===== src/rtl/irq_pkg.sv =====
package irq_pkg;
    localparam int NUM_SPECIAL = 4;

    typedef enum logic [2:0] {
        KIND_FIXED = 3'd0,
        KIND_SMI   = 3'd1,
        KIND_NMI   = 3'd2,
        KIND_INIT  = 3'd3,
        KIND_EXT   = 3'd4
    } req_kind_e;
endpackage


===== src/rtl/vec_bitmap.sv =====
module vec_bitmap #(
    parameter int WORDS  = 8,
    parameter int WORD_W = 32,
    localparam int VEC_W = $clog2(WORDS * WORD_W),
    localparam int BIT_W = $clog2(WORD_W)
) (
    input  logic                          clk,
    input  logic                          rst_n,
    input  logic                          set_en,
    input  logic [VEC_W-1:0]              set_vec,
    input  logic                          clr_en,
    input  logic [VEC_W-1:0]              clr_vec,
    output logic [WORDS-1:0][WORD_W-1:0]  words
);
    for (genvar w = 0; w < WORDS; w++) begin : g_word
        logic [WORD_W-1:0] set_mask;
        logic [WORD_W-1:0] clr_mask;

        always_comb begin
            set_mask = '0;
            clr_mask = '0;
            if (set_en && (int'(set_vec[VEC_W-1:BIT_W]) == w))
                set_mask[set_vec[BIT_W-1:0]] = 1'b1;
            if (clr_en && (int'(clr_vec[VEC_W-1:BIT_W]) == w))
                clr_mask[clr_vec[BIT_W-1:0]] = 1'b1;
        end

        always_ff @(posedge clk) begin
            if (!rst_n)
                words[w] <= '0;
            else
                words[w] <= (words[w] & ~clr_mask) | set_mask;
        end
    end
endmodule


===== src/rtl/msb_finder.sv =====
module msb_finder #(
    parameter int WORDS  = 8,
    parameter int WORD_W = 32,
    localparam int VEC_W = $clog2(WORDS * WORD_W),
    localparam int BIT_W = $clog2(WORD_W),
    localparam int WIDX_W = VEC_W - BIT_W
) (
    input  logic [WORDS-1:0][WORD_W-1:0] words,
    output logic [VEC_W-1:0]             top_vec,
    output logic                         any_set
);
    logic [WORDS-1:0]            word_nz;
    logic [WORDS-1:0][BIT_W-1:0] word_msb;

    for (genvar w = 0; w < WORDS; w++) begin : g_scan
        assign word_nz[w] = |words[w];
        always_comb begin
            word_msb[w] = '0;
            for (int b = 0; b < WORD_W; b++)
                if (words[w][b]) word_msb[w] = BIT_W'(b);
        end
    end

    always_comb begin
        logic [WIDX_W-1:0] sel_word;
        logic [BIT_W-1:0]  sel_bit;
        sel_word = '0;
        sel_bit  = '0;
        for (int w = 0; w < WORDS; w++) begin
            if (word_nz[w]) begin
                sel_word = WIDX_W'(w);
                sel_bit  = word_msb[w];
            end
        end
        top_vec = {sel_word, sel_bit};
        any_set = |word_nz;
    end
endmodule


===== src/rtl/spec_flags.sv =====
module spec_flags
    import irq_pkg::*;
#(
    parameter int VEC_W = 8
) (
    input  logic             clk,
    input  logic             rst_n,
    input  logic             req_valid,
    input  req_kind_e        req_kind,
    input  logic [VEC_W-1:0] req_vec,
    input  logic             take,
    output logic [VEC_W-1:0] spec_vec,
    output logic             spec_any,
    output logic             urgent
);
    logic [NUM_SPECIAL-1:0]            flag;
    logic [NUM_SPECIAL-1:0][VEC_W-1:0] stored;
    logic [NUM_SPECIAL-1:0]            higher;

    for (genvar k = 0; k < NUM_SPECIAL; k++) begin : g_slot
        logic hit;
        assign hit = req_valid && (int'(req_kind) == k + 1);
        if (k == 0) begin : g_first
            assign higher[k] = 1'b0;
        end else begin : g_rest
            assign higher[k] = higher[k-1] | flag[k-1];
        end

        always_ff @(posedge clk) begin
            if (!rst_n) begin
                flag[k]   <= 1'b0;
                stored[k] <= '0;
            end else if (hit) begin
                flag[k]   <= 1'b1;
                stored[k] <= req_vec;
            end else if (take && flag[k] && !higher[k]) begin
                flag[k]   <= 1'b0;
            end
        end
    end

    always_comb begin
        spec_vec = '0;
        for (int k = NUM_SPECIAL - 1; k >= 0; k--)
            if (flag[k]) spec_vec = stored[k];
    end

    assign spec_any = |flag;
    assign urgent   = |flag[NUM_SPECIAL-2:0];


    urgent_source_chk: assert property (@(posedge clk) disable iff (!rst_n)
        $rose(urgent) |-> $past(req_valid));
endmodule


===== src/rtl/irq_vector_tracker.sv =====
module irq_vector_tracker
    import irq_pkg::*;
#(
    parameter int WORDS  = 8,
    parameter int WORD_W = 32,
    localparam int VEC_W = $clog2(WORDS * WORD_W),
    localparam int CLS_W = 4
) (
    input  logic             clk,
    input  logic             rst_n,
    input  logic             req_valid,
    input  logic [2:0]       req_kind,
    input  logic [VEC_W-1:0] req_vec,
    input  logic             accept,
    input  logic             eoi,
    output logic [VEC_W-1:0] irr_top,
    output logic [VEC_W-1:0] isr_top,
    output logic [VEC_W-1:0] spec_vec,
    output logic             urgent_pending,
    output logic             int_pending
);
    req_kind_e kind;
    assign kind = req_kind_e'(req_kind);

    logic [WORDS-1:0][WORD_W-1:0] irr_words;
    logic [WORDS-1:0][WORD_W-1:0] isr_words;
    logic irr_any;
    logic isr_any;
    logic spec_any;
    logic take_array;
    logic fixed_req;

    assign fixed_req  = req_valid && (kind == KIND_FIXED);
    assign take_array = accept && !spec_any && irr_any;

    vec_bitmap #(.WORDS(WORDS), .WORD_W(WORD_W)) u_irr (
        .clk(clk), .rst_n(rst_n),
        .set_en(fixed_req), .set_vec(req_vec),
        .clr_en(take_array), .clr_vec(irr_top),
        .words(irr_words)
    );

    vec_bitmap #(.WORDS(WORDS), .WORD_W(WORD_W)) u_isr (
        .clk(clk), .rst_n(rst_n),
        .set_en(take_array), .set_vec(irr_top),
        .clr_en(eoi && isr_any), .clr_vec(isr_top),
        .words(isr_words)
    );

    msb_finder #(.WORDS(WORDS), .WORD_W(WORD_W)) u_irr_scan (
        .words(irr_words), .top_vec(irr_top), .any_set(irr_any)
    );

    msb_finder #(.WORDS(WORDS), .WORD_W(WORD_W)) u_isr_scan (
        .words(isr_words), .top_vec(isr_top), .any_set(isr_any)
    );

    spec_flags #(.VEC_W(VEC_W)) u_spec (
        .clk(clk), .rst_n(rst_n),
        .req_valid(req_valid && (kind != KIND_FIXED)),
        .req_kind(kind), .req_vec(req_vec),
        .take(accept),
        .spec_vec(spec_vec), .spec_any(spec_any), .urgent(urgent_pending)
    );

    logic cls_above;
    assign cls_above   = irr_any &&
        (irr_top[VEC_W-1 -: CLS_W] > isr_top[VEC_W-1 -: CLS_W]);
    assign int_pending = cls_above || spec_any;


    req_visible_chk: assert property (@(posedge clk) disable iff (!rst_n)
        fixed_req && !accept |=> irr_top >= $past(req_vec));


    accept_moves_chk: assert property (@(posedge clk) disable iff (!rst_n)
        accept && !spec_any && irr_any && !eoi |=> isr_top >= $past(irr_top));


    eoi_lowers_chk: assert property (@(posedge clk) disable iff (!rst_n)
        eoi && !accept |=> isr_top <= $past(isr_top));


    spec_take_chk: assert property (@(posedge clk) disable iff (!rst_n)
        accept && spec_any && !req_valid && !eoi |=>
        (irr_top == $past(irr_top)) && (isr_top == $past(isr_top)));


    pending_cause_chk: assert property (@(posedge clk) disable iff (!rst_n)
        int_pending && !spec_any |-> irr_any && (irr_top > isr_top));
endmodule


===== config.mk =====
export PLATFORM = sky130hd
export DESIGN_NAME = irq_vector_tracker
export DESIGN_NICKNAME = d
export VERILOG_FILES = /design/src/rtl/irq_pkg.sv /design/src/rtl/vec_bitmap.sv /design/src/rtl/msb_finder.sv /design/src/rtl/spec_flags.sv /design/src/rtl/irq_vector_tracker.sv
export SDC_FILE = /design/constraint.sdc
export NUM_CORES = 2
export LEC_CHECK = 0
export CAP_MARGIN = 20
export CELL_PAD_IN_SITES_DETAIL_PLACEMENT = 0
export CELL_PAD_IN_SITES_GLOBAL_PLACEMENT = 1
export CORE_AREA = 2 2 252 254
export CTS_CLUSTER_SIZE = 28
export DETAILED_ROUTE_END_ITERATION = 6
export DIE_AREA = 0 0 254 256
export GPL_ROUTABILITY_DRIVEN = 0
export MAX_ROUTING_LAYER = met4
export PLACE_DENSITY_LB_ADDON = 0.1
export REMOVE_ABC_BUFFERS = 1
export SLEW_MARGIN = 40
export SYNTH_ARGS = -nofsm -noshare
export SYNTH_HDL_FRONTEND = slang
export SYNTH_SLANG_ARGS = --single-unit

===== constraint.sdc =====
create_clock -name clk -period 5.34 [get_ports clk]
set_clock_uncertainty 0.2 [all_clocks]
set_input_delay 1.602 -clock clk [delete_from_list [all_inputs] [get_ports clk]]
set_output_delay 1.602 -clock clk [all_outputs]
set_load 0.02 [all_outputs]

==> out/metrics.cfg <==
[run_status]
status=complete, but fails checks
failed_checks=setup timing

[layout]
layout-area-overhead-vs-synth_pct=31.50
layout.cells.non_filler=5361
drive_gt1_frac=0.2368
multi_input_area_um2=17790
mostFrequentLayoutCells=buf_4, dfxtp_1, nand2_1, nor2_1, o21ai_0
final_common_cell=buf_4
final_core_util=0.6232
seq_area_um2=10970
final_nets=4482
nFillCells=5549

[detailed_routing]
num_vias=37861
drt_iter0_markers=5427
drtAntennaViolNets=0
routed_wl_mm=154.6
firstDrtPassIters=7
viasPerCell=7.062
drc=0
wire_per_inst_um=28.84

[power]
switchingPower_w=0.007853
p_comb_frac=0.479
pwr-share-clk=0.275
vdd_drop_max_mv=0.4712
swShare=0.4638
leakage_nw=14.44
p_per_area_nw_per_um2=435.5
p_seq_frac=0.246
internal-power_w=0.009080

[worst_setup_path]
path_delay_family=simple AND/OR/NAND/NOR gates
start_kind=flip-flop
cp_max_fo=3
worstPathCellList=or4_4, or4b_4, nor2_4, a21oi_2, nor2_2, o21ai_2, ha_4, nor2b_4, o21ai_2, nand2b_1, a21oi_1, a41o_1, o21ai_1, buf_4, buf_6
reg2regPathDepth=14
arrival_ps=3880
crit_path_end_kind=output pin
cp_common_cell=o21ai_2
rr_startpoint=u_irr.words[33]$_SDFF_PN0_
crit_required_ps=3540
max_stage_delay_ps=610
crit_buf_inv=2
critPathKind=flip-flop to output pin
slowest_stage=or4b_4
timing.rr.end=u_irr.words[142]$_SDFF_PN0_
r2r_setup_slack_ps=440

[worst_hold_path]
hold_depth=2
hold_path_class=flip-flop to flip-flop
hold_path_startpoint=u_spec.stored[15]$_SDFFE_PN0P_
worstHoldEndpoint=u_spec.stored[15]$_SDFFE_PN0P_

[synth]
synth_edf_count=0
netlist_instances=3855
async_reset_ff_frac=0
syn_area_um2=29570
post-synth-top-area-fraction=0.3710
synth_area_per_cell_um2=7.670
synth_warnings=0
yosysTopAreaCell=dfxtp_1
synth_cell_types=86
ys_seq_area_frac=0.3710
synth.top_cells.by_area=dfxtp_1, nand2_1, nor4_1
synth_flop_cell=dfxtp_1
ys_seq_elements=548

[global_routing]
track_usage=0.4751
grt_pass1_vias=35615
grt_pass1_wl_mm=227.0
antenna_found_initial=5
grt_max_degree=183
overflow=0

[clock_tree]
insertion_delay_ps=630
cts_root_buf=clkbuf_16
cts_buffers=66
h-tree-depth=3
clk_pin_slew_ps=60
cts.sinks=548
cts_hold_buf=0
cts_tree=built
clk_path_buf_depth=3

[die]
io_pins=42
fp.coreArea_um2=62390
dieArea_um2=65020
start_util=0.4739
die_h_um=256
die_width_um=254
rows=92

[timing]
fmax_ghz=0.1761
period_minus_slack_ps=5678
slew_viol_final=0
period_share=1.063
tightest_slew_ps=997.2
finalWorstSetupSlack_ps=-337.5
final_hold_viol_count=0
rsz0062_at_grt=yes
setup_violations=7
slew_headroom=0.3301

[place]
dp_hpwl_mm=107.0
dpl.cell_count=5219
portBuffers=41

[run]
maxCapViolations=0

==> flip-flops by register name, summed over array words and instances, names as in the netlist <==
| name | cells |
|---|---|
| u_irr.words | 256 |
| u_isr.words | 256 |
| u_spec.flag | 4 |
| u_spec.stored | 32 |
==> synthesized netlist by cell type (all sizes together), types with 13 or more instances <==
master   instances
dfxtp          548
nand2          491
nor2           311
o21ai          257
nor4           246
clkbuf         240
a21oi          200
o22ai          156
nor3           149
inv            102
o211ai         101
o31ai           99
nand3           90
a2111oi         83
o311ai          77
nand4           55
or4             48
buf             44
a31oi           41
nand2b          35
a211oi          32
a32o            31
a31o            28
or3             28
nor2b           27
o32ai           27
o21bai          24
o41ai           21
a311oi          19
o22a            17
or2             17
o2111ai         15
o21a            13
==> worst max-delay path by stage <==
stage / from / slack [ps] / cells past startpoint / to
global placement: u_isr.words[84]$_SDFF_PN0_ / -420 / 17 / int_pending
floorplan: u_isr.words[208]$_SDFF_PN0_ / -3400 / 7 / isr_top[0]
finish: u_irr.words[111]$_SDFF_PN0_ / -340 / 15 / int_pending
CTS: u_irr.words[105]$_SDFF_PN0_ / -260 / 15 / int_pending
global route: u_irr.words[111]$_SDFF_PN0_ / -380 / 15 / int_pending
detailed placement: u_isr.words[84]$_SDFF_PN0_ / -480 / 17 / int_pending
==> kinds of logic after synthesis <==
group                      after synthesis  share of synthesized area
DFF                                    548                     0.3710
buffers and inverters                  390                    0.05082
adders and majority gates                4                   0.001693
and+or+nand+nor                       1557                     0.2579
AOI/OAI and AO/OA                     1356                     0.3186
==> power groups by stage <==
stage / registers, W / clock network (W) / logic, W
finish: 0.00417 / 0.00466 / 0.00810
global route: 0.00417 / 0.00483 / 0.00802
CTS: 0.00417 / 0.00464 / 0.00741
detailed placement: 0.00425 / 0 / 0.00717
global placement: 0.00425 / 0 / 0.00715
floorplan: 0.00426 / 0 / 0.00266
==> per-stage QoR <==
stage | hold WS [ps] | setup TNS, ps | total power [W] | cell area [um^2] | setup WS, ps
after detailed placement | 248.0 | -979.4 | 0.01142 | 35900 | -475.5
after global placement | 242.9 | -749.0 | 0.01140 | 35890 | -419.9
after floorplan | 236.4 | -395940 | 0.006913 | 28460 | -3403
after global routing | 269.8 | -1268 | 0.01702 | 38880 | -381.3
final | 258.2 | -821.2 | 0.01693 | 38880 | -337.5
after CTS | 256.3 | -352.6 | 0.01621 | 38520 | -259.3
==> routing by layer <==
layer,global-route usage,vias to the layer above,share of wire
met5,-,-,0
met4,0.3685,0,0.098
met3,0.1278,881,0.13
met2,0.6741,2933,0.42
met1,0.5672,17808,0.36
li1,-,16239,-
==> what timing repair did <==
item | in CTS | in global routing
setup buffers | 14 | 7
endpoints found under the setup margin | 12 | 15
pin swaps | 32 | 25
gates resized for setup | 116 | 51
==> worst reg2reg max path, cell delays in order (launching register included) <==
cell and delay [ps]:
dfxtp_1 310, nor4_1 340, buf_4 180, and4_1 360, a211o_1 240, buf_4 160, a211oi_1 80, o31ai_1 550
a311oi_4 250, nor2_4 270, buf_4 150, buf_4 570, buf_4 590, nor2_1 220, a311oi_1 320
==> layout make-up <==
| cell class | instances | area share |
|---|---|---|
| well taps | 846 | 0.02722 |
| clock inverters | 21 | 0.006307 |
| repair buffers | 823 | 0.1660 |
| multi-input cells | 2917 | 0.4574 |
| clock buffers | 91 | 0.04962 |
| flip-flops and latches | 548 | 0.2822 |
| diodes | 9 | 0.0005792 |
| inverters | 106 | 0.01065 |
Note: power is estimated with default switching activity, not from simulation.
